[src/rtl/conv_encoder_pkg.sv]
package conv_encoder_pkg;

  // Strobes from the handshake control to the shift datapath
  typedef struct packed {
    logic advance;   // a bit is taken at this edge
    logic restart;   // the taken bit closes a frame
  } enc_strobe_t;

  // Number of bits needed to hold v (0 for v == 0)
  function automatic int bitLen(input logic [31:0] v);
    int n;
    n = 0;
    for (int i = 0; i < 32; i++) begin
      if (v[i]) n = i + 1;
    end
    return n;
  endfunction

endpackage

[src/rtl/conv_encoder_ctrl.sv]
module conv_encoder_ctrl
  import conv_encoder_pkg::*;
(
  input  logic        clk,
  input  logic        rstN,
  input  logic        inValid,
  input  logic        inLast,
  input  logic        outReady,
  output logic        inReady,
  output logic        outValid,
  output enc_strobe_t strobe
);

  logic validQ;
  logic accept;

  assign inReady = !validQ || outReady;
  assign accept  = inValid && inReady;

  always_ff @(posedge clk) begin
    if (!rstN) begin
      validQ <= 1'b0;
    end else if (accept) begin
      validQ <= 1'b1;
    end else if (outReady) begin
      validQ <= 1'b0;
    end
  end

  assign outValid       = validQ;
  assign strobe.advance = accept;
  assign strobe.restart = accept && inLast;

endmodule

[src/rtl/conv_encoder_datapath.sv]
module conv_encoder_datapath
  import conv_encoder_pkg::*;
#(
  parameter int unsigned          NUM_OUT   = 2,
  parameter int unsigned          MEM       = 6,
  parameter logic [NUM_OUT*32-1:0] GEN_POLYS = {32'd91, 32'd121},
  parameter int unsigned          FB_POLY   = 0
) (
  input  logic               clk,
  input  logic               rstN,
  input  enc_strobe_t        strobe,
  input  logic               inBit,
  input  logic               inLast,
  output logic [NUM_OUT-1:0] outData,
  output logic               outLast
);

  localparam int unsigned WIN = MEM + 1;

  logic [MEM-1:0]     state;
  logic               feedback;
  logic [WIN-1:0]     window;
  logic [NUM_OUT-1:0] parity;

  // Variant picked by the feedback polynomial
  generate
    if (FB_POLY == 0) begin : g_feedforward
      assign feedback = 1'b0;
    end else begin : g_recursive
      localparam logic [31:0]    FB_VEC  = FB_POLY;
      localparam logic [MEM-1:0] FB_MASK = FB_VEC[MEM-1:0];
      assign feedback = ^(state & FB_MASK);
    end
  endgenerate

  assign window = {inBit ^ feedback, state};

  generate
    for (genvar j = 0; j < NUM_OUT; j++) begin : g_tap
      localparam logic [31:0]    POLY_J = GEN_POLYS[j*32 +: 32];
      localparam logic [WIN-1:0] MASK_J = POLY_J[WIN-1:0];
      assign parity[j] = ^(window & MASK_J);
    end
  endgenerate

  always_ff @(posedge clk) begin
    if (!rstN) begin
      state   <= '0;
      outData <= '0;
      outLast <= 1'b0;
    end else if (strobe.advance) begin
      outData <= parity;
      outLast <= inLast;
      state   <= strobe.restart ? '0 : window[WIN-1:1];
    end
  end

endmodule

[src/rtl/conv_encoder_top.sv]
module conv_encoder_top
  import conv_encoder_pkg::*;
#(
  parameter int unsigned          NUM_OUT   = 2,
  parameter logic [NUM_OUT*32-1:0] GEN_POLYS = {32'd91, 32'd121},
  parameter int unsigned          FB_POLY   = 0
) (
  input  logic               clk,
  input  logic               rstN,
  input  logic               inValid,
  output logic               inReady,
  input  logic               inBit,
  input  logic               inLast,
  output logic               outValid,
  input  logic               outReady,
  output logic [NUM_OUT-1:0] outData,
  output logic               outLast
);

  function automatic int calcLen();
    int best;
    int len;
    best = bitLen(FB_POLY);
    for (int j = 0; j < int'(NUM_OUT); j++) begin
      len = bitLen(GEN_POLYS[j*32 +: 32]);
      if (len > best) best = len;
    end
    return best;
  endfunction

  localparam int unsigned CONSTR_LEN = calcLen();
  localparam int unsigned MEM        = CONSTR_LEN - 1;

  enc_strobe_t strobe;

  conv_encoder_ctrl u_ctrl (
    .clk      (clk),
    .rstN     (rstN),
    .inValid  (inValid),
    .inLast   (inLast),
    .outReady (outReady),
    .inReady  (inReady),
    .outValid (outValid),
    .strobe   (strobe)
  );

  conv_encoder_datapath #(
    .NUM_OUT   (NUM_OUT),
    .MEM       (MEM),
    .GEN_POLYS (GEN_POLYS),
    .FB_POLY   (FB_POLY)
  ) u_dp (
    .clk     (clk),
    .rstN    (rstN),
    .strobe  (strobe),
    .inBit   (inBit),
    .inLast  (inLast),
    .outData (outData),
    .outLast (outLast)
  );

endmodule

[config.mk]
export PLATFORM = sky130hd
export DESIGN_NAME = conv_encoder_top
export DESIGN_NICKNAME = d
export VERILOG_FILES = /design/src/rtl/conv_encoder_pkg.sv /design/src/rtl/conv_encoder_ctrl.sv /design/src/rtl/conv_encoder_datapath.sv /design/src/rtl/conv_encoder_top.sv
export SDC_FILE = /design/constraint.sdc
export NUM_CORES = 1
export LEC_CHECK = 0
export ABC_CLOCK_PERIOD_IN_PS = 1200
export BUFFER_PORTS_ARGS = -buffer_cell sky130_fd_sc_hd__buf_4
export CAP_MARGIN = 20
export CELL_PAD_IN_SITES_DETAIL_PLACEMENT = 1
export CELL_PAD_IN_SITES_GLOBAL_PLACEMENT = 2
export CORE_ASPECT_RATIO = 1.25
export CORE_MARGIN = 2
export CORE_UTILIZATION = 25
export DETAILED_ROUTE_END_ITERATION = 10
export PLACE_DENSITY_LB_ADDON = 0.1
export SYNTH_ARGS = -nofsm -noshare
export SYNTH_HDL_FRONTEND = slang
export SYNTH_SLANG_ARGS = --single-unit
[constraint.sdc]
create_clock -name clk -period 1.2 [get_ports clk]
set_clock_uncertainty 0.15 [all_clocks]
set_input_delay 0.36 -clock clk [delete_from_list [all_inputs] [get_ports clk]]
set_output_delay 0.36 -clock clk [all_outputs]
set_load 0.005 [all_outputs]
==> impl_metrics.ini <==
[run_status]
outcome = finished, violations left
violations = setup timing

[cells_and_area]
postLayoutCoreUtil_pct = 39.74
diodes = 0
drive_above_1_share_pct = 45.45
final_nets = 74
final_area_um2 = 693.2
final_cells = 85
register_area_um2 = 206.4
synthToLayoutAreaGrowth_pct = 52.62
fillers = 206
multiInputGateArea_um2 = 279.0

[critical_path]
worstRegToRegCells = 4
end_kind = primary output
crit_fanout = 2
reg2reg_slack_ns = 0
critPathKind = reg -> out
worstSetupStartpointType = flop
worstPathArrival_ns = 0.78
required_ns = 0.69

[sta]
worst_pin_slew_ns = 0.2152
setup_ws_ns = -0.08860
hold_viol = 0
timing.final.crit_share_pct = 107.4
setup_tns_ns = -0.1278
rsz0062_at_grt = yes
maxSlewHeadroom_pct = 85.58
worst_hold_slack_ns = 0.2218
fmax_mhz = 776.0
drv_slew = 0
final-setup-viol-count = 4
fin_crit_ns = 1.289

[detailed_routing]
drc_errors = 0
via_per_inst = 4.800
postRouteAntennaNets = 0
drt-total-wl_um = 1152
drt_iter0_drc = 5
vias = 408
wire_per_inst_um = 13.55
dr.pass1.iters = 4

[yosys]
synth-seq-cells = 10
synth_cells = 49
netlist_area_um2 = 454.2
yosys.area.top_type = dfxtp_1
synth.top_cell.area_share_pct = 44.08
yosysUniqueCellTypes = 14
yosysSeqAreaShare_pct = 44.08
syn_nets = 55
avgSynthCellArea_um2 = 9.269
ys_warn_count = 0
synthTopCellsByArea = dfxtp_1 44%, a21boi_0 13%, nand3b_1 9.9%

[placed_design]
place_inst = 79
preCtsSetupSlack_ns = -0.2112
placed_area_um2 = 578.1
port_buffers = 10
place_congestion = 0.6116

[hold_path]
min_path_cells = 3
hp-class = in -> reg

[grt]
grt_usage_pct = 11.76
grt_pass1_vias = 406
grt_pass1_wl_um = 1835
grt_max_degree = 15
antenna_found_initial = 0
gr-total-overflow = 0

[die]
start_util_pct = 26.04
fp.coreArea_um2 = 1744
die_h_um = 51.66
die_area_um2 = 2176
ios = 11
die_x_um = 42.13
core.rowCount = 17

[pwr]
switchingPower_uw = 172.2
p_comb_share_pct = 17.7
p_total_uw = 707.3
p_leak_nw = 0.2713
switching_share_pct = 24.34
p_int_uw = 535.2
ir_drop_mv = 0.4459
cellPowerDensity_nw_per_um2 = 1020
seqPwrFrac_pct = 49.8
clockPowerShare_pct = 32.5

[clock_network]
root_buffer = clkbuf_4
hold_buffers = 0
cts_tree = done
clk_pin_slew_ns = 0.07
clkSinkCount = 10
worst_skew_pair.late_latency_ns = 0.26
cts_buffers = 3
cts_buffer_depth = 2
cts-htree-levels = 1

[run]
max_cap_viol_count = 0
worst max-delay path, cell delays in order (launching register included):
cell and delay (ns):
dfxtp_2 0.35, nand2b_4 0.06, buf_6 0.11
cells by family (layout without fill, tap and decap cells):
| kind of cell | after synthesis | after routing | share of synthesized area [%] |
|---|---|---|---|
| xor gates and xnor gates | 3 | 3 | 5.786 |
| and+or+nand+nor | 23 | 24 | 30.03 |
| DFF | 10 | 10 | 44.08 |
| buffers and inverters | 3 | 19 | 3.580 |
| AOI/OAI and AO/OA | 10 | 10 | 16.53 |
cell usage in the layout, fill, tap and decap left out, drive strengths merged:
master / count
a21boi: 8
and2: 2
buf: 14
clkbuf: 4
dfxtp: 10
inv: 1
nand2: 9
nand2b: 1
nand3: 4
nand3b: 6
nand4b: 2
o211ai: 2
xnor2: 2
xor2: 1
repair_timing:
item	CTS	global route
setup buffers	1	0
pin swaps	2	7
gates resized for setup	12	10
gates cloned	0	2
endpoints found under the setup margin	7	14
endpoints found under the hold margin	0	0
layer usage:
metal	GRT usage, %	share of wire (%)	vias to the layer above
met5	0	0	-
met3	3.125	3.7	4
met4	7.813	2.0	0
li1	-	-	207
met1	12.55	47	184
met2	20.31	47	13
cell type report:
type | count | share of cell area (%)
inverter | 1 | 0.5415
tap | 19 | 3.430
clock buffer | 3 | 3.249
multi-input combinational | 37 | 40.25
sequential | 10 | 29.78
timing repair buffer | 15 | 22.74
synthesized netlist by cell type (all sizes together):
library cell	count
and2	1
nand3b	6
nand2b	1
inv	1
dfxtp	10
nand3	4
o211ai	2
buf	2
xor2	1
nand4b	2
nand2	9
a21boi	8
xnor2	2
flip-flops by register name (all words and copies together), names as in the netlist:
name and flops:
u_dp.state 6, u_dp.outData 2, u_ctrl.outValid 1, u_dp.outLast 1
power by group through the flow:
stage          combinational (mW)  clock, mW  sequential, mW
2_1_floorplan              0.0458          0           0.357
3_3_place_gp               0.0956          0           0.357
3_5_place_dp               0.0958          0           0.357
4_1_cts                     0.106      0.243           0.352
5_1_grt                     0.137      0.264           0.354
6_report                    0.125      0.230           0.352
path summary, 6_finish.rpt:
check	from	endpoint
max	u_ctrl.outValid$_SDFFE_PN0P_	inReady
max reg2reg	u_dp.state[4]$_SDFFE_PN0P_	u_dp.outData[0]$_SDFFE_PN0P_
min	inLast	u_dp.outLast$_SDFFE_PN0P_
min reg2reg	u_dp.outLast$_SDFFE_PN0P_	u_dp.outLast$_SDFFE_PN0P_
Power figures use the tool's default switching activity.
